[src/rtl/sysrst_pkg.sv]
package sysrst_pkg;

    typedef enum logic [1:0] {
        ST_RUN     = 2'd0,
        ST_DEFER   = 2'd1,
        ST_HOLD    = 2'd2,
        ST_STRETCH = 2'd3
    } rst_state_t;

    typedef struct packed {
        logic loc;
        logic wdog;
        logic ext;
        logic por;
    } cause_t;

    localparam cause_t CAUSE_POR  = '{loc: 1'b0, wdog: 1'b0, ext: 1'b0, por: 1'b1};
    localparam cause_t CAUSE_EXT  = '{loc: 1'b0, wdog: 1'b0, ext: 1'b1, por: 1'b0};
    localparam cause_t CAUSE_WDOG = '{loc: 1'b0, wdog: 1'b1, ext: 1'b0, por: 1'b0};
    localparam cause_t CAUSE_LOC  = '{loc: 1'b1, wdog: 1'b0, ext: 1'b0, por: 1'b0};

    function automatic int unsigned bm_cycles(input int unsigned base, input logic [1:0] sel);
        return base << sel;
    endfunction

endpackage

[src/rtl/sysrst_pin_filter.sv]
module sysrst_pin_filter #(
    parameter int unsigned LEN = 4
) (
    input  logic clk,
    input  logic rst,
    input  logic pin_n_i,
    output logic hit_o
);
    localparam int unsigned W = (LEN > 2) ? $clog2(LEN) : 1;
    localparam logic [W-1:0] LAST = W'(LEN - 1);

    logic [W-1:0] run_q;

    always_ff @(posedge clk) begin
        if (rst) begin
            run_q <= '0;
        end else if (pin_n_i) begin
            run_q <= '0;
        end else if (run_q != LAST) begin
            run_q <= run_q + 1'b1;
        end
    end

    assign hit_o = !pin_n_i && (run_q == LAST);
endmodule

[src/rtl/sysrst_bus_watch.sv]
module sysrst_bus_watch #(
    parameter int unsigned BASE = 64
) (
    input  logic       clk,
    input  logic       rst,
    input  logic       en_i,
    input  logic       bus_active_i,
    input  logic       bus_done_i,
    input  logic [1:0] sel_i,
    output logic       term_o
);
    import sysrst_pkg::*;

    localparam int unsigned CW = $clog2(BASE) + 3;

    logic [CW-1:0] age_q;
    logic [CW-1:0] last;
    logic          live;

    assign last   = CW'(bm_cycles(BASE, sel_i) - 1);
    assign live   = en_i && bus_active_i && !bus_done_i;
    assign term_o = live && (age_q == last);

    always_ff @(posedge clk) begin
        if (rst || !live || term_o) begin
            age_q <= '0;
        end else begin
            age_q <= age_q + 1'b1;
        end
    end
endmodule

[src/rtl/sysrst_stretch.sv]
module sysrst_stretch #(
    parameter int unsigned LEN = 512
) (
    input  logic clk,
    input  logic rst,
    input  logic clr_i,
    output logic done_o
);
    localparam int unsigned W = $clog2(LEN);
    localparam logic [W-1:0] LAST = W'(LEN - 1);

    logic [W-1:0] span_q;

    always_ff @(posedge clk) begin
        if (rst || clr_i) begin
            span_q <= '0;
        end else if (span_q != LAST) begin
            span_q <= span_q + 1'b1;
        end
    end

    assign done_o = (span_q == LAST);
endmodule

[src/rtl/sysrst_hub.sv]
module sysrst_hub #(
    parameter int unsigned STRETCH_LEN = 512,
    parameter int unsigned FILT_LEN    = 4,
    parameter int unsigned BM_BASE     = 64
) (
    input  logic       clk,
    input  logic       rst,
    input  logic       supply_ok_i,
    input  logic       pll_mode_i,
    input  logic       pll_lock_i,
    input  logic       pll_ref_fail_i,
    input  logic       loc_en_i,
    input  logic       ext_rst_n_i,
    input  logic       wdog_to_i,
    input  logic       bus_active_i,
    input  logic       bus_done_i,
    input  logic       bm_en_i,
    input  logic [1:0] bm_sel_i,
    output logic       sys_rst_o,
    output logic       bm_force_o,
    output logic       bm_term_o,
    output logic [3:0] cause_o
);
    import sysrst_pkg::*;

    rst_state_t state_q, state_d;
    cause_t     cause_q;

    logic ext_hit;
    logic loc_evt;
    logic sync_req;
    logic gate_ok;
    logic restart;
    logic span_clr;
    logic span_done;
    logic watch_en;

    sysrst_pin_filter #(.LEN(FILT_LEN)) u_filter (
        .clk     (clk),
        .rst     (rst),
        .pin_n_i (ext_rst_n_i),
        .hit_o   (ext_hit)
    );

    assign loc_evt  = pll_mode_i && loc_en_i && (pll_ref_fail_i || !pll_lock_i);
    assign sync_req = wdog_to_i || ext_hit;
    assign gate_ok  = supply_ok_i && (!pll_mode_i || pll_lock_i) && ext_rst_n_i;
    assign restart  = (state_q == ST_STRETCH) && (wdog_to_i || loc_evt);
    assign span_clr = (state_q != ST_STRETCH) || restart;
    assign watch_en = (state_q == ST_DEFER) || ((state_q == ST_RUN) && bm_en_i);

    sysrst_stretch #(.LEN(STRETCH_LEN)) u_stretch (
        .clk    (clk),
        .rst    (rst),
        .clr_i  (span_clr),
        .done_o (span_done)
    );

    sysrst_bus_watch #(.BASE(BM_BASE)) u_watch (
        .clk          (clk),
        .rst          (rst),
        .en_i         (watch_en),
        .bus_active_i (bus_active_i),
        .bus_done_i   (bus_done_i),
        .sel_i        (bm_sel_i),
        .term_o       (bm_term_o)
    );

    always_comb begin
        state_d = state_q;
        unique case (state_q)
            ST_RUN: begin
                if (loc_evt) begin
                    state_d = ST_HOLD;
                end else if (sync_req) begin
                    state_d = bus_active_i ? ST_DEFER : ST_HOLD;
                end
            end
            ST_DEFER: begin
                if (loc_evt || bus_done_i || bm_term_o || !bus_active_i) begin
                    state_d = ST_HOLD;
                end
            end
            ST_HOLD: begin
                if (gate_ok) begin
                    state_d = ST_STRETCH;
                end
            end
            ST_STRETCH: begin
                if (!gate_ok) begin
                    state_d = ST_HOLD;
                end else if (!restart && span_done) begin
                    state_d = ST_RUN;
                end
            end
            default: state_d = ST_HOLD;
        endcase
    end

    always_ff @(posedge clk) begin
        if (rst) begin
            state_q <= ST_HOLD;
            cause_q <= CAUSE_POR;
        end else begin
            state_q <= state_d;
            if (loc_evt && (state_q != ST_HOLD)) begin
                cause_q <= CAUSE_LOC;
            end else if (wdog_to_i) begin
                cause_q <= CAUSE_WDOG;
            end else if (ext_hit) begin
                cause_q <= CAUSE_EXT;
            end
        end
    end

    assign sys_rst_o  = (state_q == ST_HOLD) || (state_q == ST_STRETCH);
    assign bm_force_o = (state_q == ST_DEFER);
    assign cause_o    = cause_q;
endmodule

[config.mk]
export PLATFORM = sky130hd
export DESIGN_NAME = sysrst_hub
export DESIGN_NICKNAME = d
export VERILOG_FILES = /design/src/rtl/sysrst_pkg.sv /design/src/rtl/sysrst_pin_filter.sv /design/src/rtl/sysrst_bus_watch.sv /design/src/rtl/sysrst_stretch.sv /design/src/rtl/sysrst_hub.sv
export SDC_FILE = /design/constraint.sdc
export NUM_CORES = 1
export LEC_CHECK = 0
export BUFFER_PORTS_ARGS = -buffer_cell sky130_fd_sc_hd__buf_2
export CAP_MARGIN = 25
export CORE_ASPECT_RATIO = 1.5
export CORE_MARGIN = 8
export CORE_UTILIZATION = 49
export DETAILED_ROUTE_END_ITERATION = 7
export PLACE_DENSITY = 0.74
export SYNTH_ARGS = -nofsm -noshare
export SYNTH_HDL_FRONTEND = slang
export SYNTH_SLANG_ARGS = --single-unit
[constraint.sdc]
create_clock -name clk -period 1.66 [get_ports clk]
set_input_delay 0.332 -clock clk [delete_from_list [all_inputs] [get_ports clk]]
set_output_delay 0.332 -clock clk [all_outputs]
set_load 0.01 [all_outputs]
==> results of run 1 <==
## per-layer routing
layer  vias up  track usage  routed length (µm)
li1        577            -                   -
met1       532        0.147                1270
met2        21        0.238                1590
met3         9       0.0326                 105
met4         0       0.0714                  84
met5         -            0                   0
## synthesized netlist by cell type (3+ instances only)
cell type	n
dfxtp_1	26
nor3_1	5
nand3_1	7
xnor2_1	8
and3_1	5
nor2_1	21
xor2_1	9
nand2_1	10
o21ai_0	6
inv_1	4
nor2_2	8
ha_1	4
mux2i_1	3
nor2b_1	4
## stage by stage
step                      setup slack (ns)  area [µm²]  std cells   util
after detailed placement           -0.0488        1490        198  0.603
after global placement            -0.00348        1490        198  0.603
final                               -0.164        1700        210  0.685
after global routing                -0.241        1700        210  0.685
after CTS                           -0.172        1620        207  0.654
after floorplan                    -0.0136        1290        146      -
## worst max-delay path, stage by stage (launching register included)
cell	delay, ns
dfxtp_2	0.36
nor3b_2	0.23
o21ai_2	0.11
nor4_4	0.28
buf_2	0.17
## power by group through the flow
stage               sequential [µW]  combinational (µW)  clock [µW]
global placement                653                83.9           0
CTS                             640                91.0         327
detailed placement              654                86.9           0
finish                          641                93.4         329
global route                    642                 102         362
floorplan                       655                48.4           0
## state kept, by name (all words and copies together), names as in the netlist
signal / flops
u_stretch.span_q: 9
u_watch.age_q: 9
cause_o: 4
state_q: 2
u_filter.run_q: 2
## final cells by class
class	instances	area, µm²
Multi-Input combinational cell	112	833
Clock buffer	4	36.3
Timing Repair Buffer	40	250
Tap cell	24	30.0
Sequential cell	26	533
Fill cell	198	779
Inverter	4	15.0
## cell families (layout without fill, tap and decap cells)
group / count (synthesis) / after routing / share of synthesized area
AND/OR/NAND/NOR: 70 / 70 / 0.279
flip-flops: 26 / 26 / 0.407
AO/OA/AOI/OAI: 18 / 18 / 0.107
adder cells (fa/ha/maj): 4 / 4 / 0.0391
XOR/XNOR: 17 / 17 / 0.116
buffers and inverters: 8 / 48 / 0.0293
multiplexers: 3 / 3 / 0.0235
## repair_timing
item                       4_1_cts  5_1_grt
gates resized for setup         14       15
pin swaps                       11        9
setup endpoints to repair        4       14
setup buffers                    5        3
## placed cells by master (no fill, tap or decap), types with 3 or more instances in the layout
| master | synthesis | final |
|---|---|---|
| nor2_1 | 21 | 20 |
| buf_2 | 0 | 20 |
| buf_4 | 0 | 20 |
| dfxtp_1 | 26 | 16 |
| dfxtp_2 | 0 | 10 |
| xor2_1 | 9 | 9 |
| xnor2_1 | 8 | 8 |
| nand2_1 | 10 | 8 |
| nor2_2 | 8 | 8 |
| nand3_1 | 7 | 5 |
| o21ai_0 | 6 | 5 |
| and3_1 | 5 | 4 |
| nor3_1 | 5 | 4 |
| inv_1 | 4 | 3 |
| nor2b_1 | 4 | 3 |
| mux2i_1 | 3 | 3 |
| clkbuf_4 | 0 | 3 |
## final timing paths
kind / endpoint / cells past startpoint / slack [ns] / from
setup / recovery: bm_term_o / 4 / -0.16 / state_q[1]
hold reg to reg: cause_o[0] / 2 / 0.49 / cause_o[0]
hold / removal: u_filter.run_q[1] / 2 / 0.20 / ext_rst_n_i
setup reg to reg: state_q[0] / 9 / 0.03 / u_stretch.span_q[4]
==> flow_summary.json, run 1 <==
{
  "place_hpwl_um": 2170,
  "cap_violations": 0,
  "async_flop_share": 0,
  "hold_viol_final": 0,
  "clkTransAtPathRegs_ns": 0.15,
  "die_x_um": 57.7,
  "drc_errors": 0,
  "postRouteAntennaNets": 0,
  "synth-main-ff-cell": "dfxtp_1",
  "cts_num_sinks": 26,
  "routed_wl_um": 3050,
  "setup_tns_ns": -0.164,
  "switching_share": 0.240,
  "synth.distinct_cells": 35,
  "skew_ns": 0.00875,
  "hold-worst-slack_ns": 0.196,
  "ioPinCount": 21,
  "clk_latency_ns": 0.33,
  "hold_path_class": "input pin to flip-flop",
  "core_um2": 2480,
  "die_area_um2": 4540,
  "cts_tree": "done",
  "vdd_drop_max_uv": 594,
  "period_needed_ns": 1.82,
  "antenna_found_initial": 0,
  "areaGrowthSynthToFinish_pct": 32.6,
  "max_freq_mhz": 548,
  "ys_seq_area_frac": 0.407,
  "worst_pin_slew_ns": 0.402,
  "num_rows": 22,
  "rsz0062_at_grt": "true",
  "cp_max_fo": 2,
  "grt_pass1_wl_um": 5040,
  "slew_headroom": 0.730,
  "total_power_uw": 1060,
  "synth_area_leaders": "dfxtp_1, nor2_1, xor2_1, xnor2_1, ha_1",
  "syn-num-nets": 164,
  "end_kind": "output port",
  "drt_iter0_drc": 22,
  "avgSynthCellArea_um2": 8.77,
  "nets": 205,
  "firstDrtPassIters": 4,
  "vias_per_cell": 5.42,
  "violations": "negative setup slack",
  "place.gp.congestion": 0.805,
  "clk_path_buf_depth": 2,
  "setup_violations": 1,
  "start_kind": "flip-flop",
  "p_switching_uw": 256,
  "grt.total_usage": 0.136,
  "yosysTopAreaCell": "dfxtp_1",
  "crit_required_ns": 1.33,
  "die_h_um": 78.6,
  "p_seq_frac": 0.603,
  "start_util": 0.517,
  "grt_overflow": 0,
  "cts_max_level": 1,
  "vias": 1139,
  "synth_area_um2": 1280,
  "antenna_cells": 0,
  "hold_buffers": 0,
  "cp.arrival_ns": 1.49,
  "numPortBuffers": 20,
  "p_comb_frac": 0.088,
  "setup_ws_ns": -0.164,
  "criticalPathCategory": "flip-flop to output port",
  "cts_made_buffers": 3,
  "clkPwrFrac": 0.309,
  "ctsRootBufferMaster": "clkbuf_4",
  "slew_violations": 0,
  "synth_cells": 146,
  "p_leak_uw": 0.000664,
  "wire_per_inst_um": 14.5,
  "outcome": "finished with violations",
  "drive_gt1_frac": 0.457,
  "fin_crit_sh": 1.10,
  "synth_edf_count": 0,
  "synth_top_area_share": 0.407,
  "internal_power_uw": 807,
  "powerDensity_nw_per_um2": 626,
  "ys_warn_count": 0,
  "grt_pass1_vias": 1174,
  "ys_seq_elements": 26,
  "grt_start_max_net_pins": 15
}
(Power assumes the default switching activity.)
==> inputs of run 2 (changes only) <==
Settings changed: TNS_END_PERCENT set to 20.
==> run 2 against run 1 <==
Net effect: the flow still finishes with violations (negative setup slack); flip-flop and latch count is the same; design area shrank 2.5%; sequential share of layout area grew 0.73 points; largest cell class unchanged.
==> flow_summary.json, run 2 (synthesized netlist as in run 1, its figures left out) <==
{
  "outcome": "finished with violations",
  "violations": "negative setup slack",
  "cts_num_sinks": 26,
  "cts_tree": "done",
  "worst_pin_slew_ns": 0.402,
  "grt.total_usage": 0.130,
  "areaGrowthSynthToFinish_pct": 29.3,
  "dpl-instance-area_um2": 1490,
  "period_needed_ns": 1.82,
  "start_util": 0.517,
  "clkTransAtPathRegs_ns": 0.14,
  "fillCellCount": 203,
  "drc_errors": 0,
  "start_kind": "flip-flop",
  "rsz0062_at_grt": "true",
  "reg2reg_depth": 9,
  "skew_ns": 0.00158,
  "grt_pass1_vias": 1179,
  "nets": 202,
  "hold_buffers": 0,
  "layout_common_cells": "nor2_1, buf_2, dfxtp_1, buf_4",
  "vias_per_cell": 5.42,
  "clk_path_buf_depth": 2,
  "routed_wl_um": 2940,
  "path_cells": "ha_4 > nand2_2 > or2_4 > nor4_4 > buf_2",
  "hold_viol_final": 0,
  "antenna_found_initial": 0,
  "criticalPathCategory": "flip-flop to output port",
  "ctsRootBufferMaster": "clkbuf_4",
  "wire_per_inst_um": 14.2,
  "core_um2": 2480,
  "post-route-util": 0.668,
  "place_hpwl_um": 2170,
  "vdd_drop_max_uv": 582,
  "grt_overflow": 0,
  "hold_path_class": "input pin to flip-flop",
  "cts_max_level": 1,
  "die_x_um": 57.7,
  "hold-worst-slack_ns": 0.201,
  "slew_violations": 0,
  "drive_gt1_frac": 0.426,
  "cap_violations": 0,
  "critPathSlowestCell": "dfxtp_2",
  "crit_required_ns": 1.33,
  "end_kind": "output port",
  "postRouteAntennaNets": 0,
  "place.gp.congestion": 0.805,
  "grt_start_max_net_pins": 15,
  "die_area_um2": 4540,
  "clk_latency_ns": 0.32,
  "setup_violations": 2,
  "powerDensity_nw_per_um2": 640,
  "p_leak_uw": 0.000657,
  "max_stage_delay_ns": 0.38,
  "cts_made_buffers": 3,
  "cp.arrival_ns": 1.49,
  "vias": 1121,
  "hold_depth": 2,
  "grt_pass1_wl_um": 4860,
  "fin_area_um2": 1660,
  "cp_max_fo": 3,
  "max_freq_mhz": 549,
  "setup_ws_ns": -0.161,
  "firstDrtPassIters": 4,
  "fin_crit_sh": 1.10,
  "numPortBuffers": 20,
  "antenna_cells": 0,
  "slew_headroom": 0.730,
  "ioPinCount": 21,
  "total_power_uw": 1060,
  "die_h_um": 78.6,
  "num_rows": 22,
  "drt_iter0_drc": 12
}
## run 2: cell types whose count changed in the layout (fill, tap and decap cells not counted)
cell     before  now
nand3_1       5    6
nand3_2       2    1
nand2_2       2    1
dfxtp_2      10    9
ha_1          1    2
nor2_2        8    9
nor3b_4       0    1
nor3b_2       1    0
ha_4          2    1
buf_4        20   17
dfxtp_1      16   17
nor2_4        2    1
nand2_1       8    9
## run 2: cell type report
type | count | area [µm²] | share of cell area
inverters | 4 | 15.0 | 0.00907
well taps | 24 | 30.0 | 0.0181
flip-flops and latches | 26 | 532 | 0.321
clock buffers | 4 | 36.3 | 0.0219
repair buffers | 37 | 228 | 0.138
multi-input cells | 112 | 815 | 0.492
## run 2: per-layer routing
metal | share of wire | vias up | global-route usage | wire, µm
met5 | 0 | - | 0 | 0
met4 | 0.022 | 0 | 0.0665 | 65
met3 | 0.036 | 7 | 0.0310 | 106
met2 | 0.51 | 21 | 0.233 | 1510
met1 | 0.43 | 522 | 0.137 | 1250
li1 | - | 571 | - | -
## run 2: report_power, final
part	switching (µW)	total, µW	internal [µW]
Clock	191	326	134
Combinational	53.2	93.4	40.2
Sequential	7.08	640	633
## run 2: repair_timing
| item | 4_1_cts | 5_1_grt |
|---|---|---|
| pin swaps | 4 | 7 |
| resized for setup | 12 | 12 |
| endpoints found under the setup margin | 4 | 14 |
| buffers inserted | 4 | 1 |
## run 2: worst paths after layout
check | to | slack [ns] | start
setup / recovery | bm_term_o | -0.16 | u_watch.age_q[1]
hold / removal | u_filter.run_q[1] | 0.20 | ext_rst_n_i
hold reg to reg | cause_o[0] | 0.49 | cause_o[0]
setup reg to reg | state_q[0] | -0.04 | u_stretch.span_q[4]
## run 2: critical path: cells and delay by family, from the launching register on
kind	cells	cell delay (ns)
adders and majority gates	1	0.14
buffers and inverters	1	0.17
and+or+nand+nor	3	0.47
DFF	1	0.38
## run 2: stage by stage
step                      setup TNS, ns  instances  setup WS (ns)
after detailed placement         -0.107        198        -0.0488
after global routing             -0.458        207         -0.233
after global placement         -0.00348        198       -0.00348
final                            -0.206        207         -0.161
after CTS                        -0.212        206         -0.172
after floorplan                 -0.0136        146        -0.0136
==> inputs of run 3 (changes only) <==
Settings changed: SKIP_CTS_REPAIR_TIMING set to 1.
==> run 3 against run 2 <==
Net effect: the flow still finishes with violations (negative setup slack); combinational power is 0.9% higher; design area is 1.2% lower; fmax is 0.82% lower; sequential share of layout area is 0.32 points higher; critical path depth stayed put; die area stayed put; flip-flop and latch count stayed put; sequential power hardly changed; cell count is 0.97% lower; worst hold slack worse by 0.0025 ns; first-iteration DRC count is 67% higher; global-route usage is 0.82 points lower; highest routed layer unchanged.
==> flow_summary.json, run 3 (synthesized netlist as in run 1, its figures left out) <==
{
  "die_area_um2": 4540,
  "cts_num_sinks": 26,
  "die_h_um": 78.6,
  "ctsRootBufferMaster": "clkbuf_4",
  "num_rows": 22,
  "cts_tree": "done",
  "firstDrtPassIters": 4,
  "slew_headroom": 0.716,
  "min-delay-start": "ext_rst_n_i",
  "grt_pass1_wl_um": 4550,
  "die_x_um": 57.7,
  "vias": 1108,
  "clk_latency_ns": 0.33,
  "ioPinCount": 21,
  "grt.total_usage": 0.122,
  "start_util": 0.517,
  "cts_made_buffers": 3,
  "grt_util_met3": 0.0261,
  "hold_path_class": "input pin to flip-flop",
  "vdd_drop_max_uv": 581,
  "holdPathEnd": "u_filter.run_q[1]",
  "numPortBuffers": 20,
  "path_cells": "ha_4 > nand2_2 > or2_4 > nor4_4 > buf_2",
  "hold_depth": 2,
  "clkTransAtPathRegs_ns": 0.14,
  "clk_path_buf_depth": 2,
  "max_freq_mhz": 545,
  "drive_gt1_frac": 0.403,
  "antenna_found_initial": 0,
  "cp.arrival_ns": 1.50,
  "cp_max_fo": 3,
  "grt_start_max_net_pins": 15,
  "worst_pin_slew_ns": 0.423,
  "layout_common_cells": "nor2_1, buf_2, dfxtp_1",
  "hold_viol_final": 0,
  "cap_violations": 0,
  "grt_pass1_vias": 1148,
  "core_um2": 2480,
  "antenna_cells": 0,
  "skew_ns": 0.00302,
  "nets": 200,
  "grtUsageMet2": 0.227,
  "reg2reg_depth": 9,
  "critPathBufInv": 1,
  "wire_per_inst_um": 13.6,
  "cts_max_level": 1,
  "place_hpwl_um": 2170,
  "slew_violations": 0,
  "fin_crit_sh": 1.11,
  "crit_required_ns": 1.33,
  "max_stage_delay_ns": 0.38,
  "setup_violations": 2,
  "gr-max-usage-layer": "met2",
  "place.gp.congestion": 0.805,
  "period_needed_ns": 1.84,
  "setup_ws_ns": -0.176,
  "end_kind": "output port",
  "r2r-start": "u_stretch.span_q[4]",
  "start_kind": "flip-flop",
  "drt_iter0_drc": 20,
  "place_ws_ns": -0.0488,
  "violations": "negative setup slack",
  "p_leak_uw": 0.000648,
  "critPathSlowestCell": "dfxtp_2",
  "grt_overflow": 0,
  "areaGrowthSynthToFinish_pct": 27.8,
  "rsz0062_at_grt": "true",
  "r2r-end": "state_q[0]",
  "vias_per_cell": 5.40,
  "powerDensity_nw_per_um2": 648,
  "outcome": "finished with violations",
  "post-route-util": 0.660,
  "reg2reg_setup_slack_ns": -0.03,
  "layout_commonest_cell": "nor2_1",
  "fillCellCount": 205,
  "postRouteAntennaNets": 0,
  "drc_errors": 0,
  "use_met1": 0.125,
  "critical-path-top-delay-family": "simple AND/OR/NAND/NOR gates",
  "routed_wl_um": 2790,
  "criticalPathCategory": "flip-flop to output port"
}
## run 3: cell types whose count changed in the layout (fill, tap and decap cells not counted), sizes merged
cell / change
buf: -2
## run 3: area by class of cell
cell class                 count  area (µm²)  share of cell area
timing repair buffer          35         213               0.130
tap                           24        30.0              0.0184
inverter                       4        15.0             0.00918
clock buffer                   4        36.3              0.0222
sequential                    26         531               0.324
multi-input combinational    112         811               0.496
## run 3: metal layers
layer  vias to the layer above  wire (µm)
li1                        569          -
met2                        25       1420
met1                       509       1220
met4                         0         48
met3                         5         93
met5                         -          0
## run 3: stage by stage
step           power, µW  cells  area (µm²)   TNS, ns  hold slack (ns)
3_3_place_gp         737    198        1490  -0.00348            0.445
3_5_place_dp         741    198        1490    -0.107            0.472
6_report            1060    205        1640    -0.203            0.199
2_1_floorplan        703    146        1290   -0.0136            0.411
4_1_cts             1050    202        1530    -0.595            0.197
5_1_grt             1100    205        1640    -0.475            0.192
## run 3: report_power, final
group / internal, µW / switching [µW] / leakage, µW
Sequential: 633 / 7.10 / 0.000214
Combinational: 40.6 / 53.6 / 0.000414
Clock: 134 / 191 / 0.0000210
Total: 808 / 252 / 0.000648
## run 3: worst max path at each step
stage                              from    endpoint  slack, ns  cells past startpoint
finish                 u_watch.age_q[1]   bm_term_o      -0.18                      5
CTS                    u_watch.age_q[1]   bm_term_o      -0.43                      5
floorplan           u_stretch.span_q[2]  state_q[0]      -0.01                      9
global route           u_watch.age_q[1]   bm_term_o      -0.23                      5
global placement       u_watch.age_q[1]   bm_term_o     -0.003                      5
detailed placement     u_watch.age_q[1]   bm_term_o      -0.05                      5
